<file path="config.mk">
export PLATFORM = sky130hd
export DESIGN_NAME = rbl_migrate_decider
export DESIGN_NICKNAME = d
export VERILOG_FILES = /design/src/rtl/rbl_pkg.sv /design/src/rtl/rbl_open_rows.sv /design/src/rtl/rbl_period_tick.sv /design/src/rtl/rbl_miss_table.sv /design/src/rtl/rbl_thresh_tuner.sv /design/src/rtl/rbl_migrate_decider.sv
export SDC_FILE = /design/constraint.sdc
export NUM_CORES = 2
export LEC_CHECK = 0
export CORE_MARGIN = 1
export CORE_UTILIZATION = 25
export CTS_BUF_LIST = sky130_fd_sc_hd__clkbuf_4 sky130_fd_sc_hd__clkbuf_8 sky130_fd_sc_hd__clkbuf_16
export CTS_CLUSTER_DIAMETER = 200
export DETAILED_ROUTE_END_ITERATION = 16
export GPL_TIMING_DRIVEN = 0
export HOLD_SLACK_MARGIN = 0.15
export SYNTH_ARGS = -nofsm -noshare
export SYNTH_HDL_FRONTEND = slang
export SYNTH_SLANG_ARGS = --single-unit
</file>
<file path="constraint.sdc">
create_clock -name clk -period 37.7 [get_ports clk]
set_input_delay 11.31 -clock clk [delete_from_list [all_inputs] [get_ports clk]]
set_output_delay 11.31 -clock clk [all_outputs]
set_load 0.02 [all_outputs]
</file>
<file path="src/rtl/rbl_pkg.sv">
package rbl_pkg;

    typedef enum logic [1:0] {
        TUNE_HOLD,
        TUNE_RAISE,
        TUNE_LOWER
    } tune_e;

endpackage

</file>
<file path="src/rtl/rbl_open_rows.sv">
module rbl_open_rows #(
    parameter int BANK_W = 3,
    parameter int ROW_W  = 16
) (
    input  logic              clk,
    input  logic              rst,
    input  logic              req_valid_i,
    input  logic [BANK_W-1:0] req_bank_i,
    input  logic [ROW_W-1:0]  req_row_i,
    output logic              row_hit_o
);
    localparam int NB = 1 << BANK_W;

    typedef struct packed {
        logic [NB-1:0]            open;
        logic [NB-1:0][ROW_W-1:0] row;
    } st_t;

    st_t s_q, s_d;

    assign row_hit_o = s_q.open[req_bank_i] && (s_q.row[req_bank_i] == req_row_i);

    always_comb begin
        s_d = s_q;
        if (req_valid_i) begin
            s_d.open[req_bank_i] = 1'b1;
            s_d.row[req_bank_i]  = req_row_i;
        end
    end

    always_ff @(posedge clk) begin
        if (rst) s_q <= '0;
        else     s_q <= s_d;
    end

    // the bank just requested holds that row open afterwards
    p_open_update_r1: assert property (@(posedge clk) disable iff (rst)
        req_valid_i |=> (s_q.open[$past(req_bank_i)] && s_q.row[$past(req_bank_i)] == $past(req_row_i)));

endmodule

</file>
<file path="src/rtl/rbl_period_tick.sv">
module rbl_period_tick #(
    parameter int PER_W = 32
) (
    input  logic             clk,
    input  logic             rst,
    input  logic [PER_W-1:0] period_i,
    output logic             tick_o
);
    logic [PER_W-1:0] cnt_q, cnt_d;

    assign tick_o = ({1'b0, cnt_q} + 1'b1) >= {1'b0, period_i};

    always_comb begin
        cnt_d = tick_o ? '0 : cnt_q + 1'b1;
    end

    always_ff @(posedge clk) begin
        if (rst) cnt_q <= '0;
        else     cnt_q <= cnt_d;
    end

endmodule

</file>
<file path="src/rtl/rbl_miss_table.sv">
module rbl_miss_table #(
    parameter int BANK_W  = 3,
    parameter int ROW_W   = 16,
    parameter int ENTRIES = 16,
    parameter int CNT_W   = 4
) (
    input  logic              clk,
    input  logic              rst,
    input  logic              req_valid_i,
    input  logic [BANK_W-1:0] req_bank_i,
    input  logic [ROW_W-1:0]  req_row_i,
    input  logic              row_hit_i,
    input  logic              clear_i,
    input  logic [CNT_W-1:0]  thr_i,
    output logic              mig_valid_o,
    input  logic              mig_ready_i,
    output logic [BANK_W-1:0] mig_bank_o,
    output logic [ROW_W-1:0]  mig_row_o,
    output logic              acc_fire_o,
    output logic [CNT_W-1:0]  acc_cnt_o
);
    localparam int IDX_W = $clog2(ENTRIES);

    typedef struct packed {
        logic              valid;
        logic              pend;
        logic [BANK_W-1:0] bank;
        logic [ROW_W-1:0]  row;
        logic [CNT_W-1:0]  cnt;
        logic [IDX_W-1:0]  age;
    } ent_t;

    typedef struct packed {
        ent_t [ENTRIES-1:0] ent;
        logic               sel_valid;
        logic [IDX_W-1:0]   sel;
    } st_t;

    st_t s_q, s_d;

    logic             accept;
    logic             hit_any, free_ok, old_ok, touch;
    logic [IDX_W-1:0] hit_idx, free_idx, old_idx, best_age, tgt, tgt_age;

    assign mig_valid_o = s_q.sel_valid;
    assign mig_bank_o  = s_q.ent[s_q.sel].bank;
    assign mig_row_o   = s_q.ent[s_q.sel].row;
    assign acc_fire_o  = accept;
    assign acc_cnt_o   = s_q.ent[s_q.sel].cnt;

    always_comb begin
        s_d    = s_q;
        accept = s_q.sel_valid && mig_ready_i;

        // accepted row leaves the table
        if (accept) begin
            s_d.ent[s_q.sel].valid = 1'b0;
            s_d.ent[s_q.sel].pend  = 1'b0;
        end

        // periodic clear comes before this cycle's count
        if (clear_i) begin
            for (int i = 0; i < ENTRIES; i++) begin
                if (s_d.ent[i].valid && !s_d.ent[i].pend) s_d.ent[i].cnt = '0;
            end
        end

        hit_any = 1'b0;
        hit_idx = '0;
        for (int i = 0; i < ENTRIES; i++) begin
            if (!hit_any && s_d.ent[i].valid && s_d.ent[i].bank == req_bank_i &&
                s_d.ent[i].row == req_row_i) begin
                hit_any = 1'b1;
                hit_idx = IDX_W'(i);
            end
        end

        // victim: a free slot first, else the oldest row with no request outstanding
        free_ok  = 1'b0;
        free_idx = '0;
        for (int i = 0; i < ENTRIES; i++) begin
            if (!free_ok && !s_d.ent[i].valid) begin
                free_ok  = 1'b1;
                free_idx = IDX_W'(i);
            end
        end
        old_ok   = 1'b0;
        old_idx  = '0;
        best_age = '0;
        for (int i = 0; i < ENTRIES; i++) begin
            if (s_d.ent[i].valid && !s_d.ent[i].pend &&
                (!old_ok || s_d.ent[i].age > best_age)) begin
                old_ok   = 1'b1;
                old_idx  = IDX_W'(i);
                best_age = s_d.ent[i].age;
            end
        end

        touch = 1'b0;
        tgt   = '0;
        if (req_valid_i) begin
            if (hit_any) begin
                touch = 1'b1;
                tgt   = hit_idx;
                if (!row_hit_i && s_d.ent[hit_idx].cnt != '1)
                    s_d.ent[hit_idx].cnt = s_d.ent[hit_idx].cnt + 1'b1;
            end else if (!row_hit_i && (free_ok || old_ok)) begin
                touch = 1'b1;
                tgt   = free_ok ? free_idx : old_idx;
                s_d.ent[tgt].valid = 1'b1;
                s_d.ent[tgt].pend  = 1'b0;
                s_d.ent[tgt].bank  = req_bank_i;
                s_d.ent[tgt].row   = req_row_i;
                s_d.ent[tgt].cnt   = CNT_W'(1);
            end
            if (touch && !row_hit_i && !s_d.ent[tgt].pend && s_d.ent[tgt].cnt >= thr_i)
                s_d.ent[tgt].pend = 1'b1;
        end

        // recency ranks stay a permutation of 0..ENTRIES-1
        tgt_age = s_q.ent[tgt].age;
        if (touch) begin
            for (int j = 0; j < ENTRIES; j++) begin
                if (s_q.ent[j].age < tgt_age) s_d.ent[j].age = s_q.ent[j].age + 1'b1;
            end
            s_d.ent[tgt].age = '0;
        end

        // held selection: a new pick only when idle or after an accept
        if (!s_q.sel_valid || accept) begin
            s_d.sel_valid = 1'b0;
            s_d.sel       = '0;
            for (int i = ENTRIES - 1; i >= 0; i--) begin
                if (s_d.ent[i].valid && s_d.ent[i].pend) begin
                    s_d.sel_valid = 1'b1;
                    s_d.sel       = IDX_W'(i);
                end
            end
        end
    end

    always_ff @(posedge clk) begin
        if (rst) begin
            s_q <= '0;
            for (int i = 0; i < ENTRIES; i++) s_q.ent[i].age <= IDX_W'(i);
        end else begin
            s_q <= s_d;
        end
    end

    logic dup;
    always_comb begin
        dup = 1'b0;
        for (int i = 0; i < ENTRIES; i++) begin
            for (int j = i + 1; j < ENTRIES; j++) begin
                if (s_q.ent[i].valid && s_q.ent[j].valid && s_q.ent[i].bank == s_q.ent[j].bank &&
                    s_q.ent[i].row == s_q.ent[j].row) dup = 1'b1;
            end
        end
    end

    // a row is tracked at most once
    p_no_dup_r4: assert property (@(posedge clk) disable iff (rst) !dup);

    // an offered request stays unchanged until taken
    p_mig_hold_r3: assert property (@(posedge clk) disable iff (rst)
        (mig_valid_o && !mig_ready_i) |=> (mig_valid_o && $stable(mig_bank_o) && $stable(mig_row_o)));

    // the offered row is a tracked, flagged row
    p_sel_pending_r3: assert property (@(posedge clk) disable iff (rst)
        mig_valid_o |-> (s_q.ent[s_q.sel].valid && s_q.ent[s_q.sel].pend));

endmodule

</file>
<file path="src/rtl/rbl_thresh_tuner.sv">
module rbl_thresh_tuner
    import rbl_pkg::*;
#(
    parameter int CNT_W  = 4,
    parameter int ACC_W  = 16,
    parameter int LAT_W  = 8,
    parameter int COST_W = 16
) (
    input  logic              clk,
    input  logic              rst,
    input  logic              tick_i,
    input  logic              acc_fire_i,
    input  logic [CNT_W-1:0]  acc_cnt_i,
    input  logic [LAT_W-1:0]  slow_lat_i,
    input  logic [LAT_W-1:0]  fast_lat_i,
    input  logic [COST_W-1:0] mig_cost_i,
    input  logic [COST_W-1:0] margin_i,
    output logic [CNT_W-1:0]  thr_o
);
    localparam int AW1    = ACC_W + 1;
    localparam int WMAX   = (LAT_W > COST_W) ? LAT_W : COST_W;
    localparam int PROD_W = ACC_W + WMAX + 1;
    localparam logic [CNT_W-1:0] THR_MAX  = {CNT_W{1'b1}};
    localparam logic [CNT_W-1:0] THR_MIN  = CNT_W'(1);
    localparam logic [CNT_W-1:0] THR_INIT = CNT_W'(2);

    typedef struct packed {
        logic [ACC_W-1:0] miss_acc;
        logic [ACC_W-1:0] mig_acc;
        logic [CNT_W-1:0] thr;
    } st_t;

    st_t s_q, s_d;

    logic [AW1-1:0]    miss_wide, mig_wide;
    logic [ACC_W-1:0]  miss_sum, mig_sum;
    logic [LAT_W-1:0]  lat_gain;
    logic [PROD_W-1:0] benefit, cost, cost_hi;
    tune_e             dec;

    assign thr_o = s_q.thr;

    always_comb begin
        s_d       = s_q;
        miss_wide = {1'b0, s_q.miss_acc} + (acc_fire_i ? AW1'(acc_cnt_i) : '0);
        mig_wide  = {1'b0, s_q.mig_acc} + AW1'(acc_fire_i);
        miss_sum  = miss_wide[ACC_W] ? '1 : miss_wide[ACC_W-1:0];
        mig_sum   = mig_wide[ACC_W] ? '1 : mig_wide[ACC_W-1:0];
        lat_gain  = (slow_lat_i > fast_lat_i) ? slow_lat_i - fast_lat_i : '0;
        benefit   = PROD_W'(miss_sum) * PROD_W'(lat_gain);
        cost      = PROD_W'(mig_sum) * PROD_W'(mig_cost_i);
        cost_hi   = cost + PROD_W'(margin_i);

        if (benefit < cost)         dec = TUNE_RAISE;
        else if (benefit > cost_hi) dec = TUNE_LOWER;
        else                        dec = TUNE_HOLD;

        if (tick_i) begin
            s_d.miss_acc = '0;
            s_d.mig_acc  = '0;
            case (dec)
                TUNE_RAISE: if (s_q.thr != THR_MAX) s_d.thr = s_q.thr + 1'b1;
                TUNE_LOWER: if (s_q.thr > THR_MIN)  s_d.thr = s_q.thr - 1'b1;
                default:    s_d.thr = s_q.thr;
            endcase
        end else begin
            s_d.miss_acc = miss_sum;
            s_d.mig_acc  = mig_sum;
        end
    end

    always_ff @(posedge clk) begin
        if (rst) begin
            s_q.miss_acc <= '0;
            s_q.mig_acc  <= '0;
            s_q.thr      <= THR_INIT;
        end else begin
            s_q <= s_d;
        end
    end

    // threshold stays inside its clamp range
    p_thr_range_r7: assert property (@(posedge clk) disable iff (rst)
        (s_q.thr >= THR_MIN) && (s_q.thr <= THR_MAX));

    // threshold moves only at an interval end
    p_thr_hold_r7: assert property (@(posedge clk) disable iff (rst)
        !tick_i |=> $stable(s_q.thr));

    // at most one step per interval end
    p_thr_step_r7: assert property (@(posedge clk) disable iff (rst)
        tick_i |=> (s_q.thr == $past(s_q.thr) || s_q.thr == $past(s_q.thr) + 1'b1 ||
                    s_q.thr == $past(s_q.thr) - 1'b1));

endmodule

</file>
<file path="src/rtl/rbl_migrate_decider.sv">
module rbl_migrate_decider #(
    parameter int BANK_W  = 3,
    parameter int ROW_W   = 16,
    parameter int ENTRIES = 16,
    parameter int CNT_W   = 4,
    parameter int PER_W   = 32,
    parameter int LAT_W   = 8,
    parameter int COST_W  = 16,
    parameter int ACC_W   = 16
) (
    input  logic              clk,
    input  logic              rst,
    input  logic              req_valid_i,
    input  logic [BANK_W-1:0] req_bank_i,
    input  logic [ROW_W-1:0]  req_row_i,
    input  logic [PER_W-1:0]  clear_period_i,
    input  logic [PER_W-1:0]  interval_i,
    input  logic [LAT_W-1:0]  slow_lat_i,
    input  logic [LAT_W-1:0]  fast_lat_i,
    input  logic [COST_W-1:0] mig_cost_i,
    input  logic [COST_W-1:0] margin_i,
    output logic              class_valid_o,
    output logic              class_hit_o,
    output logic              mig_valid_o,
    input  logic              mig_ready_i,
    output logic [BANK_W-1:0] mig_bank_o,
    output logic [ROW_W-1:0]  mig_row_o,
    output logic [CNT_W-1:0]  thresh_o
);
    typedef struct packed {
        logic valid;
        logic hit;
    } cls_t;

    cls_t cls_q, cls_d;

    logic             row_hit, clear_tick, tune_tick, acc_fire;
    logic [CNT_W-1:0] acc_cnt, thr;

    rbl_open_rows #(.BANK_W(BANK_W), .ROW_W(ROW_W)) u_rows (
        .clk(clk), .rst(rst), .req_valid_i(req_valid_i), .req_bank_i(req_bank_i),
        .req_row_i(req_row_i), .row_hit_o(row_hit)
    );

    rbl_period_tick #(.PER_W(PER_W)) u_clear (
        .clk(clk), .rst(rst), .period_i(clear_period_i), .tick_o(clear_tick)
    );

    rbl_period_tick #(.PER_W(PER_W)) u_interval (
        .clk(clk), .rst(rst), .period_i(interval_i), .tick_o(tune_tick)
    );

    rbl_miss_table #(.BANK_W(BANK_W), .ROW_W(ROW_W), .ENTRIES(ENTRIES), .CNT_W(CNT_W)) u_table (
        .clk(clk), .rst(rst), .req_valid_i(req_valid_i), .req_bank_i(req_bank_i),
        .req_row_i(req_row_i), .row_hit_i(row_hit), .clear_i(clear_tick), .thr_i(thr),
        .mig_valid_o(mig_valid_o), .mig_ready_i(mig_ready_i), .mig_bank_o(mig_bank_o),
        .mig_row_o(mig_row_o), .acc_fire_o(acc_fire), .acc_cnt_o(acc_cnt)
    );

    rbl_thresh_tuner #(.CNT_W(CNT_W), .ACC_W(ACC_W), .LAT_W(LAT_W), .COST_W(COST_W)) u_tune (
        .clk(clk), .rst(rst), .tick_i(tune_tick), .acc_fire_i(acc_fire), .acc_cnt_i(acc_cnt),
        .slow_lat_i(slow_lat_i), .fast_lat_i(fast_lat_i), .mig_cost_i(mig_cost_i),
        .margin_i(margin_i), .thr_o(thr)
    );

    assign thresh_o      = thr;
    assign class_valid_o = cls_q.valid;
    assign class_hit_o   = cls_q.hit;

    always_comb begin
        cls_d.valid = req_valid_i;
        cls_d.hit   = req_valid_i && row_hit;
    end

    always_ff @(posedge clk) begin
        if (rst) cls_q <= '0;
        else     cls_q <= cls_d;
    end

    // every request is classified one cycle later
    p_class_r1: assert property (@(posedge clk) disable iff (rst)
        req_valid_i |=> class_valid_o);

endmodule

</file>
# Word-level counts from Yosys, hierarchy flattened

Index checks and enable logic that the tools add are counted.

Bits in registers: 707
Input port bits: 135
Output and inout bits: 26
Word-level logic and storage cells: 716

Add/subtract/negate cells: 27
$mul: 2
Magnitude comparators: 50
Equal/unequal tests: 39
Multiplexer cells: 261
Bitwise logic cells: 1
Reductions and logical operators: 222

Operators by type and width:

| cell                  | count |
|---|---|
| $bwmux 464            | 10 |
| $mux 464              | 8 |
| $demux 29 s4          | 10 |
| $bmux 29 s4           | 4 |
| $mux 4                | 113 |
| $eq 16x16->1          | 17 |
| $bwmux 128            | 1 |
| $logic_and 1x1->1     | 123 |
| $mux 28               | 4 |
| $mux 5                | 16 |
| $logic_not 1->1       | 78 |
| $add 4x1->4 const B   | 18 |
| $add 32x1->33 const B | 2 |
| $ge 33x32->1          | 2 |
| $add 32x1->32 const B | 2 |
| $lt 4x4->1            | 16 |
| $mux 16               | 4 |
| $gt 4x4->1            | 15 |
| $mux 29               | 2 |
| $mux 1                | 57 |
| $mux 27               | 2 |
| $bmux 16 s3           | 1 |
| $demux 16 s3          | 1 |
| $eq 3x3->1            | 16 |
| other kinds (32)      | 80 |

# Depth between registers and ports, before layout

Word-level depth: 122
Mapped depth: 166
Gate-level depth less buffers: 160

# Cells and area by module

From an unflattened synthesis, not the netlist that was laid out.

Cell total of the unflattened synthesis: 7661
Area, all modules: 61564.0 um2

By module, submodules not included:

| module              | instances | cells an instance | area an instance (um2) | sequential area each (um2) |
|---|---|---|---|---|
| rbl_miss_table      | 1         | 4267              | 33846.2                | 9389.0 |
| rbl_thresh_tuner    | 1         | 2003              | 16658.5                | 720.7 |
| rbl_open_rows       | 1         | 751               | 6084.6                 | 2722.6 |
| rbl_period_tick     | 2         | 318               | 2459.9                 | 640.6 |
| rbl_migrate_decider | 1         | 4                 | 55.1                   | 40.0 |

# Worst setup path after synthesis

Ideal clock, no wire load.

Path kind: input -> register
Start point: input mig_ready_i
End point: register u_table.s_q[180] in the netlist's numbering
Data arrival time: 37.041 ns
Data required time: 37.578 ns
Slack: 0.537 ns
Stages: 137
Cells stage by stage: buf_4 and4bb_2 a21boi_0 nand2_1 ha_1 nor2b_1 o211ai_1 a21o_1 a21oi_1 nand2_1 o21ai_0 inv_1 ha_1 a21oi_1 o21ai_0 a211oi_1 nor2_1 inv_1 [... 101 more ...] nor2b_1 inv_1 o21ai_0 a31oi_1 buf_2 nor2_1 clkbuf_1 a32oi_1 o22ai_1 a21oi_1 o21ai_0 ha_1 nand2_1 a221oi_1 a211o_1 a21oi_1 o21ai_0 a221o_1

Word-level cells in the longest chain between the ends: 99

Ends and longest elaborated chain:

| element                                             | RTL line                  | text |
|---|---|---|
| start: declaration                                  | rbl_migrate_decider.sv:25 | `input logic mig_ready_i,` |
| $logic_and 1x1->1 *                                 | rbl_miss_table.sv:53      | `accept = s_q.sel_valid && mig_ready_i;` |
| $mux 464 *                                          | rbl_miss_table.sv:56      | `if (accept) begin` |
| branches (longest 96 deep; another with $gt 4x4->1) | n/a                       |  |
| $mux 464 *                                          | rbl_miss_table.sv:122     | `if (touch) begin` |
| end signal: assignment                              | rbl_miss_table.sv:144     | `s_q <= '0;` |
| end signal: assignment                              | rbl_miss_table.sv:147     | `s_q <= s_d;` |
| end: declaration                                    | rbl_miss_table.sv:39      | `st_t s_q, s_d;` |

Every way passes the cells marked *. The select of a mux whose other input is x is not followed.
A chain may end at the register's enable or synchronous reset.

# Worst setup path after layout

Start point: input mig_ready_i
End point: register u_table.s_q[0] in the netlist's numbering

Word-level cells in the longest chain between the ends: 114

Ends and longest elaborated chain:

| element                                              | RTL line |
|---|---|
| $logic_and 1x1->1 *                                  | rbl_miss_table.sv:53 |
| branches (longest 113 deep; another with $gt 4x4->1) | n/a |

Marked as above.

==> out/results.ini <==
[status]
status=finished, violations left
violations=capacitance limit, slew limit

[critical_path]
worstSetupPathType=input port to register
end_kind=register
slowest_delay_ps=500
worstSetupStartpointType=input port
timing.rr.start=u_table.mig_valid_o
arrival_ps=38070
critPathSlowestCell=or3b_2
crit_fanout=9
reg2reg_setup_slack_ps=10080
path_common_cell=a21oi_2
required_ps=38340
worstRegToRegCells=150
r2r-end=u_table.s_q[0]

[synthesis]
netlist_area_um2=60450
synth_warnings=0
synth_cell_types=126
synth_top_area_cell=dfxtp_1
ys_seq_area_share_pct=23.41
synthFlopType=dfxtp_1
synth_top_area_share_pct=23.41
syn_avg_cell_area_um2=8.215
synth_seq_cells=707
synthArstFlopShare_pct=0
syn-num-nets=8189
netlist_instances=7358
synth_edf_count=0
synth_area_leaders=dfxtp_1 (23%), fa_1 (9.3%), ha_1 (8.6%), nand2_1 (6.9%), mux4_2 (5.4%)

[grt]
grt_pass1_wl_um=410100
grtUsageTotal_pct=23.09
grt_overflow=0
grt_pass1_vias=57450
grt_start_max_net_pins=17
antenna_found_initial=26

[timing]
max-slew-margin-rel_pct=-4.132
timing.final.crit_share_pct=99.28
tns_ps=0
postLayoutSetupSlackWorst_ps=270.5
rsz0062_at_grt=yes
fin_worst_skew_ps=107.4
finalHoldViolations=0
worst_pin_slew_ps=1562
fmax_mhz=26.72
drv_slew=27
whs_ps=454.2
finalCriticalPeriod_ps=37430
setup_viol=0

[floorplan]
initial_core_util_pct=25.13
die_area_um2=243800
rows=180
die_w_um=493.7
fp.coreArea_um2=240500
io_pins=161
die_h_um=493.7

[place]
postPlaceCellArea_um2=66010
dp_cells=10690
gp_congestion=1.064
numPortBuffers=139
place_ws_ps=-6663
dp_hpwl_um=227800

[layout]
stdcell_count=10990
fillers=25410
drive_gt1_share_pct=11.10
final_area_um2=72050
multi_input_area_um2=44200
fin_nets=8555
regArea_um2=14150
syn_to_final_growth_pct=19.19

[clock_network]
clk_path_buf_depth=3
cts_max_level=3
clk_pin_slew_worst_paths_ps=60
cts_root_buf=clkbuf_16
numCtsBuffers=90
hold_buffers=0
cts_tree=yes
clk_latency_ps=800
clkSinkCount=707

[routing]
antenna_left=0
drc=0
firstDrtPassIters=8
vias=59910
wirelength_um=291800
avgRoutedWirePerCell_um=26.56
drtIter0Drc=6728
vias_per_cell=5.453

[hold_path]
hp-start=u_rows.s_q[113]
hold_depth=2
hold_class=register to register
worstHoldEndpoint=u_rows.s_q[113]

[power]
power_frac_seq_pct=36.3
p_leak_nw=29.30
clock_power_share_pct=45.6
peakVddDrop_v=0.00003491
switching_power_mw=0.6753
switching_share_pct=31.54
p_comb_share_pct=18.1
internal-power_mw=1.466
p_per_area_nw_per_um2=29.72

[run]
drv_cap=5

-- cells in the final DEF (no fill, tap or decap), drive strengths merged, types with 19 or more instances in the layout --
master and instances:
o211ai 23, a31oi 35, or4 19, nor2 610
a22oi 27, a211oi 32, and2 134, nor3 99
o21bai 26, mux2 24, fa 281, nor2b 57
o22ai 22, dfxtp 707, o31ai 49, o21a 26
nor4 93, nand3 181, or2 38, nand4 107
and3 135, nand2 1106, or3 28, mux4 145
mux2i 231, a21oi 567, clkinv 23, nand2b 58
xor2 228, xnor2 276, ha 415, o21ai 239
nand4b 20, a21o 53, buf 229, clkdlybuf4s50 139
a21boi 31, inv 517, clkbuf 472
-- power groups by stage --
stage	clock (mW)	sequential [mW]	combinational [mW]
6_report	0.977	0.777	0.387
3_3_place_gp	0	0.791	0.330
2_1_floorplan	0	0.785	0.196
5_1_grt	1.01	0.778	0.405
4_1_cts	0.986	0.775	0.352
3_5_place_dp	0	0.792	0.336
-- worst max path at each step --
| stage | startpoint | endpoint | slack [ps] | cells past startpoint |
|---|---|---|---|---|
| final | mig_ready_i | u_table.s_q[0] | 270 | 150 |
| after global placement | mig_ready_i | u_table.s_q[181] | -6790 | 142 |
| after floorplan | mig_ready_i | u_table.s_q[180] | 540 | 137 |
| after CTS | mig_ready_i | u_table.s_q[0] | -20 | 151 |
| after detailed placement | mig_ready_i | u_table.mig_valid_o | -6660 | 150 |
| after global routing | mig_ready_i | u_table.s_q[0] | -630 | 152 |
-- state kept, by name, summed over array words and instances, names as in the netlist --
| name | cells |
|---|---|
| u_table.s_q | 468 |
| class_hit_o | 1 |
| u_tune.thr_o | 4 |
| u_interval.cnt_q | 32 |
| u_table.mig_valid_o | 1 |
| u_rows.s_q | 136 |
| u_clear.cnt_q | 32 |
| u_tune.s_q | 32 |
| class_valid_o | 1 |
-- layout make-up --
cell class / instances / area share [%]
clock inverters: 41 / 0.8770
inverters: 513 / 2.673
well taps: 3185 / 5.531
diodes: 6 / 0.02084
plain buffers: 441 / 2.683
repair buffers: 276 / 3.525
multi-input cells: 5695 / 61.35
clock buffers: 123 / 3.692
flip-flops and latches: 707 / 19.65
-- layer usage --
layer | wire length, um | vias to the layer above | track usage [%]
li1 | - | 26220 | -
met1 | 119000 | 29620 | 29.85
met2 | 127000 | 3337 | 35.95
met3 | 28440 | 726 | 5.300
met4 | 17230 | 14 | 11.44
met5 | 104 | - | 0
-- logic make-up (layout without fill, tap and decap cells) --
group	count (synthesis)	after routing	synth area share, %
AND/OR/NAND/NOR	2769	2769	21.69
AO/OA/AOI/OAI	1325	1325	13.90
buffers and inverters	956	1394	6.090
flip-flops	707	707	23.41
adder cells (fa/ha/maj)	697	697	17.92
XOR/XNOR	504	504	7.303
multiplexers	400	400	9.681
other	0	6	0
-- stage by stage --
stage,power (mW),utilization (%)
2_1_floorplan,0.9812,-
3_3_place_gp,1.122,27.37
3_5_place_dp,1.128,27.44
4_1_cts,2.114,29.32
5_1_grt,2.197,29.95
6_report,2.141,29.95
-- cell usage after synthesis (47+ instances only) --
cell / n
inv_1: 512
clkbuf_1: 352
xor2_1: 228
a21o_1: 53
nor2b_1: 56
o31ai_1: 47
nand4_1: 107
nand2_1: 1105
nor2_1: 609
and3_1: 134
nand3_1: 180
xnor2_1: 276
fa_1: 281
nor3_1: 96
buf_1: 50
ha_1: 415
and2_1: 126
a21oi_1: 563
dfxtp_1: 707
o21ai_0: 211
nor4_1: 88
mux2i_1: 230
mux4_2: 145
nand2b_1: 57
-- critical path, delay by kind of cell --
family | cells | cell delay, ps
multiplexers | 7 | 2000
buffers and inverters | 18 | 2410
AND/OR/NAND/NOR | 42 | 6640
adder cells (fa/ha/maj) | 17 | 4830
AO/OA/AOI/OAI | 66 | 10770
-- repair_timing --
| action | 4_1_cts | 5_1_grt |
|---|---|---|
| buffers inserted | 55 | 71 |
| gates resized for setup | 190 | 200 |
| pin swaps | 45 | 120 |
| endpoints found under the setup margin | 469 | 209 |
Power figures use the tool's default switching activity.
